### config.mk
export PLATFORM = sky130hd
export DESIGN_NAME = uop_restart_tracker
export DESIGN_NICKNAME = d
export VERILOG_FILES = /design/src/rtl/upr_pkg.sv /design/src/rtl/upr_lead_calc.sv /design/src/rtl/upr_policy_sel.sv /design/src/rtl/upr_capture.sv /design/src/rtl/uop_restart_tracker.sv
export SDC_FILE = /design/constraint.sdc
export NUM_CORES = 1
export LEC_CHECK = 0
export BUFFER_PORTS_ARGS = -buffer_cell sky130_fd_sc_hd__buf_2
export CORE_UTILIZATION = 44
export CTS_CLUSTER_SIZE = 8
export DETAILED_ROUTE_END_ITERATION = 8
export GPL_ROUTABILITY_DRIVEN = 1
export PLACE_DENSITY = 0.79
export SYNTH_ARGS = -nofsm -noshare
export SYNTH_HDL_FRONTEND = slang
export SYNTH_SLANG_ARGS = --single-unit
### constraint.sdc
create_clock -name clk -period 2 [get_ports clk]
set_clock_uncertainty 0.15 [all_clocks]
set_input_delay 0.2 -clock clk [delete_from_list [all_inputs] [get_ports clk]]
set_output_delay 0.2 -clock clk [all_outputs]
set_load 0.005 [all_outputs]
### src/rtl/upr_pkg.sv
package upr_pkg;
  // Width of the fractional micro-op field of the restart PC.
  localparam int UOP_W     = 3;
  localparam int UOP_SLOTS = 1 << UOP_W;
  // Policy encodings on the round_down input.
  localparam logic POLICY_EXACT = 1'b0;
  localparam logic POLICY_ROUND = 1'b1;
endpackage

### src/rtl/upr_lead_calc.sv
module upr_lead_calc #(
  parameter int ROB_DEPTH = 16,
  localparam int IDX_W = $clog2(ROB_DEPTH)
) (
  input  logic [IDX_W-1:0]          slot_in,
  input  logic [upr_pkg::UOP_W-1:0] uop_in,
  output logic [IDX_W-1:0]          lead_out
);
  // Depth is a power of two, so the modulo is a truncation of a wide difference.
  localparam int SUM_W = IDX_W + upr_pkg::UOP_W;
  logic [SUM_W-1:0] diff;

  always_comb begin
    diff     = SUM_W'(slot_in) - SUM_W'(uop_in);
    lead_out = diff[IDX_W-1:0];
  end
endmodule

### src/rtl/upr_policy_sel.sv
module upr_policy_sel #(
  parameter int PC_W = 32,
  parameter int ROB_DEPTH = 16,
  localparam int IDX_W = $clog2(ROB_DEPTH),
  localparam int FPC_W = PC_W + upr_pkg::UOP_W
) (
  input  logic [PC_W-1:0]           pc_in,
  input  logic [upr_pkg::UOP_W-1:0] uop_in,
  input  logic [IDX_W-1:0]          slot_in,
  input  logic [IDX_W-1:0]          lead_in,
  input  logic                      policy_in,
  output logic [FPC_W-1:0]          fpc_out,
  output logic [IDX_W-1:0]          resume_out
);
  always_comb begin
    if (policy_in == upr_pkg::POLICY_ROUND) begin
      fpc_out    = {pc_in, {upr_pkg::UOP_W{1'b0}}};
      resume_out = lead_in;
    end else begin
      fpc_out    = {pc_in, uop_in};
      resume_out = slot_in;
    end
  end
endmodule

### src/rtl/upr_capture.sv
module upr_capture #(
  parameter int FPC_W = 35,
  parameter int IDX_W = 4
) (
  input  logic             clk,
  input  logic             rst,
  input  logic             load,
  input  logic [FPC_W-1:0] fpc_d,
  input  logic [IDX_W-1:0] lead_d,
  input  logic [IDX_W-1:0] resume_d,
  output logic             valid_q,
  output logic [FPC_W-1:0] fpc_q,
  output logic [IDX_W-1:0] lead_q,
  output logic [IDX_W-1:0] resume_q
);
  always_ff @(posedge clk) begin
    if (rst) begin
      valid_q  <= 1'b0;
      fpc_q    <= '0;
      lead_q   <= '0;
      resume_q <= '0;
    end else if (load) begin
      valid_q  <= 1'b1;
      fpc_q    <= fpc_d;
      lead_q   <= lead_d;
      resume_q <= resume_d;
    end
  end
endmodule

### src/rtl/uop_restart_tracker.sv
module uop_restart_tracker #(
  parameter int PC_W = 32,
  parameter int ROB_DEPTH = 16,
  localparam int IDX_W = $clog2(ROB_DEPTH),
  localparam int FPC_W = PC_W + upr_pkg::UOP_W
) (
  input  logic                      clk,
  input  logic                      rst,
  input  logic                      irq_take,
  input  logic [PC_W-1:0]           irq_pc,
  input  logic [upr_pkg::UOP_W-1:0] irq_uop,
  input  logic [IDX_W-1:0]          irq_slot,
  input  logic                      round_down,
  output logic                      rp_valid,
  output logic [FPC_W-1:0]          restart_pc,
  output logic [IDX_W-1:0]          lead_slot,
  output logic [IDX_W-1:0]          resume_slot
);
  logic [IDX_W-1:0] lead_c;
  logic [IDX_W-1:0] resume_c;
  logic [FPC_W-1:0] fpc_c;

  upr_lead_calc #(.ROB_DEPTH(ROB_DEPTH)) lead_i (
    .slot_in(irq_slot), .uop_in(irq_uop), .lead_out(lead_c)
  );

  upr_policy_sel #(.PC_W(PC_W), .ROB_DEPTH(ROB_DEPTH)) sel_i (
    .pc_in(irq_pc), .uop_in(irq_uop), .slot_in(irq_slot), .lead_in(lead_c),
    .policy_in(round_down), .fpc_out(fpc_c), .resume_out(resume_c)
  );

  upr_capture #(.FPC_W(FPC_W), .IDX_W(IDX_W)) cap_i (
    .clk(clk), .rst(rst), .load(irq_take),
    .fpc_d(fpc_c), .lead_d(lead_c), .resume_d(resume_c),
    .valid_q(rp_valid), .fpc_q(restart_pc), .lead_q(lead_slot), .resume_q(resume_slot)
  );

  // Arms the checks once one clean cycle out of reset has passed.
  logic chk_armed;
  always_ff @(posedge clk) begin
    if (rst) chk_armed <= 1'b0;
    else     chk_armed <= 1'b1;
  end

  p_valid_sets_r2: assert property (@(posedge clk) disable iff (rst)
    irq_take |=> rp_valid);

  p_exact_frac_r3: assert property (@(posedge clk) disable iff (rst)
    (irq_take && !round_down) |=> restart_pc[upr_pkg::UOP_W-1:0] == $past(irq_uop)
                                  && restart_pc[FPC_W-1:upr_pkg::UOP_W] == $past(irq_pc));

  p_round_clear_r4: assert property (@(posedge clk) disable iff (rst)
    (irq_take && round_down) |=> restart_pc[upr_pkg::UOP_W-1:0] == '0);

  p_lead_sum_r5: assert property (@(posedge clk) disable iff (rst)
    irq_take |=> IDX_W'(lead_slot + IDX_W'($past(irq_uop))) == $past(irq_slot));

  p_resume_pick_r6: assert property (@(posedge clk) disable iff (rst)
    (irq_take && round_down) |=> resume_slot == lead_slot);

  p_hold_r7: assert property (@(posedge clk) disable iff (rst || !chk_armed)
    !irq_take |=> $stable(restart_pc) && $stable(lead_slot)
                  && $stable(resume_slot) && $stable(rp_valid));
endmodule

Word-level counts from Yosys, hierarchy flattened --
Index checks and enable logic that the tools add are counted.
Word-level totals: register bits after elaboration 44
Operators by class: mux-type cells 2, add/sub/neg operators 1
Operators by type and width (number):
- $mux 4 | 1
- $sub 4x3->4 | 1
- $mux 3 | 1

Logic depth before layout (Yosys ltp) --
depth after elaboration 2, mapped depth 7, depth with buffers taken out 7

By module --
From an unflattened synthesis, not the netlist that was laid out.
Second synthesis, totals: cell total of the unflattened synthesis 194, area, all modules 2011.9 µm²
By module, submodules not included:
- upr_capture | times used 1, area an instance 1592.8 µm², cells an instance 142
- upr_policy_sel | times used 1, area an instance 311.5 µm², cells an instance 39
- upr_lead_calc | times used 1, area an instance 107.6 µm², cells an instance 13

Worst setup path after synthesis --
No wires, ideal clock.
path kind in2reg, from input irq_uop[2] (netlist name), to register cap_i.resume_q[3], path slack 0.338 ns, path buffers 0, required time 1.759 ns, arrival 1.421 ns, library setup time 0.091 ns, stages on the path 5, cell sequence inv_1 -> ha_1 -> and3b_4 -> or4_1 -> a311oi_1
Between the ends: word-level cells in the longest chain between the ends 2
Ends and longest elaborated chain:
- start: declaration | line uop_restart_tracker.sv:11 | input logic [upr_pkg::UOP_W-1:0] irq_uop,
- $sub 4x3->4 | line upr_lead_calc.sv:14 | diff = SUM_W'(slot_in) - SUM_W'(uop_in);
- $mux 4 | line upr_policy_sel.sv:16 | if (policy_in == upr_pkg::POLICY_ROUND) begin
- end signal: assignment | line upr_capture.sv:26 | resume_q <= resume_d;
- end: declaration | line upr_capture.sv:14 | output logic [IDX_W-1:0] resume_q
No other way between the ends. A chain may end at the register's enable or synchronous reset.

Final worst setup path --
Ends and elaborated chain as after synthesis.

==> results.json <==
{
  "route.vias.total": 1483,
  "first_iter_violations": 31,
  "syn_inst": 167,
  "synth_top_family_by_area": "multiplexers",
  "ctsHoldBuffers": 15,
  "synth_cell_type_count": 23,
  "setup_viol_count_final": 0,
  "final_hold_viol_count": 0,
  "slew_viol_final": 0,
  "synth-xor-area-share": 0.00522,
  "via_per_inst": 4.69,
  "synth_area_leader_cell": "dfxtp_1",
  "layout-drive-gt1-share": 0.373,
  "synth-async-reset-ratio": 0,
  "rsz0062_at_grt": "false",
  "grt_usage": 0.186,
  "fin_tns_setup_ns": 0,
  "critPathMaxStageDelay_ns": 0.46,
  "syn_avg_cell_area_um2": 10.1,
  "synthDominantCellAreaShare": 0.525,
  "routed_wirelength_um": 3580,
  "fillers": 322,
  "p_per_area_nw_per_um2": 732,
  "synth-seq-cells": 44,
  "cts_setup_buffers": 0,
  "syn2layout_area_growth_pct": 42.7,
  "insertedDiodeCount": 0,
  "multiInputGateArea_um2": 728,
  "cp-end-kind": "register",
  "grt_max_degree": 45,
  "postCtsResizedCells": 0,
  "ys_top_cells_by_area": "dfxtp_1 (52%), mux2i_1 (20%), nor2_1 (9.4%)",
  "ir_worst_vdd_mv": 0.547,
  "crit_family": "simple AND/OR/NAND/NOR gates",
  "grt-ovfl-total": 0,
  "synth-simple-area-share": 0.127,
  "leakage_nw": 1.26,
  "antenna_found_initial": 0,
  "max_slew_margin": 0.509,
  "syn-num-nets": 214,
  "die_height_um": 63.8,
  "crit_path_max_fanout": 4,
  "critical_path_arrival_ns": 1.59,
  "hpwlAfterDp_um": 2460,
  "status": "finished clean",
  "grt_pass1_vias": 1428,
  "cts_buffer_depth": 2,
  "cp_slowest_cell": "or4_1",
  "ys.flop_type": "dfxtp_1",
  "r2r_slack_ns": 1.13,
  "crit_required_ns": 2.04,
  "stdcell_area_um2": 2400,
  "synth.cell_area_um2": 1680,
  "cts_buffers": 5,
  "routedWlPerCell_um": 11.3,
  "tritoncts": "yes",
  "cts_sinks": 44,
  "grt_pass1_wl_um": 5900,
  "drc": 0,
  "htreeDepth": 2,
  "seq_area_um2": 881,
  "gp_congestion": 0.727,
  "min_period_over_period": 0.773,
  "core_area_um2": 3660,
  "synth-warning-count": 0,
  "max_freq_ghz": 0.647,
  "synthMuxAreaShare": 0.209,
  "dr.pass1.iters": 4,
  "placed_area_um2": 2160,
  "portBuffers": 86,
  "die-area_um2": 4070,
  "cts_root_buf": "clkbuf_8",
  "min_path_type": "input pin to register",
  "die_x_um": 63.8,
  "num-nets-final": 315,
  "startpoint_type": "input pin",
  "utilization": 0.654,
  "synth_edf_count": 0,
  "period_needed_ns": 1.55,
  "worstSetupPathType": "input pin to register",
  "initial_utilization": 0.459,
  "maxCapViolations": 0,
  "synth_compound_area_frac": 0.0574,
  "clk_pin_slew_ns": 0.08,
  "cp_cell_sequence": "buf_2, inv_1, ha_1, and3b_4, or4_1, a311oi_1",
  "worst_pin_slew_ns": 0.736,
  "ys_seq_area_frac": 0.525,
  "rows": 22,
  "hold_slack_ns": 0.00402,
  "clkLatencyLatePin_ns": 0.28,
  "crit_buf_inv": 2,
  "ant_nets": 0,
  "ios": 87,
  "synth_adder_area_share": 0.0343
}
cell usage in the layout, fill, tap and decap left out, drive strengths merged:
cell,instances
or3,1
ha,3
dlygate4sd3,15
nand3,3
clkinv,1
xnor2,1
a311oi,2
a21o,1
fa,1
a211oi,4
mux2,1
and3b,1
o21ai,1
inv,6
or4,1
buf,90
nor2,42
a211o,1
clkbuf,5
dfxtp,44
o31ai,1
nand2,4
clkinvlp,1
mux2i,34
a21oi,4
metal layers:
metal | wire [um] | GRT usage | vias to the layer above
li1 | - | - | 756
met1 | 1590 | 0.203 | 668
met2 | 1760 | 0.343 | 53
met3 | 172 | 0.0357 | 6
met4 | 48 | 0.0852 | 0
met5 | 0 | 0 | -
worst reg2reg max path, stage by stage, from the launching register on:
cell,delay (ns)
dfxtp_1,0.33
nor2_1,0.04
a311oi_1,0.25
flip-flops by register name, summed over array words and instances, names as in the netlist:
signal	cells
cap_i.resume_q	4
cap_i.fpc_q	35
cap_i.lead_q	4
cap_i.valid_q	1
final cells by class:
type                    count  area share
multi-input cells         106       0.304
well taps                  48      0.0251
clock inverters             2     0.00522
repair buffers            105       0.260
flip-flops and latches     44       0.368
inverters                   6     0.00940
clock buffers               5      0.0287
cells in the mapped netlist, drive strengths merged (2+ instances only):
| master | count |
|---|---|
| dfxtp | 44 |
| clkbuf | 6 |
| nand3 | 3 |
| a21oi | 4 |
| ha | 3 |
| a311oi | 2 |
| a211oi | 4 |
| buf | 5 |
| nor2 | 42 |
| mux2i | 34 |
| nand2 | 4 |
| inv | 6 |
logic make-up after synthesis:
kind of cell,count (synthesis)
adders and majority gates,4
muxes,35
AOI/OAI and AO/OA,14
and+or+nand+nor,52
buffers and inverters,17
DFF,44
xor gates and xnor gates,1
metrics by stage:
step | total power [mW] | setup slack (ns) | cells
6_report | 1.75 | 0.454 | 316
5_1_grt | 1.85 | 0.370 | 316
4_1_cts | 1.78 | 0.459 | 316
3_5_place_dp | 1.24 | 0.165 | 294
3_3_place_gp | 1.23 | 0.206 | 294
2_1_floorplan | 1.12 | 0.338 | 167
where the power goes:
| part | switching [mW] | leakage (nW) | internal [mW] | total [mW] |
|---|---|---|---|---|
| Combinational | 0.131 | 0.856 | 0.159 | 0.289 |
| Clock | 0.272 | 0.0400 | 0.236 | 0.508 |
| Sequential | 0.0254 | 0.364 | 0.931 | 0.957 |
worst paths after layout:
check,startpoint,end,depth (start not counted)
min reg2reg,cap_i.fpc_q[2],cap_i.fpc_q[2],2
min,irq_pc[31],cap_i.fpc_q[34],3
max reg2reg,cap_i.lead_q[3],cap_i.lead_q[3],2
max,irq_uop[2],cap_i.resume_q[3],6
(Power assumes the default switching activity.)
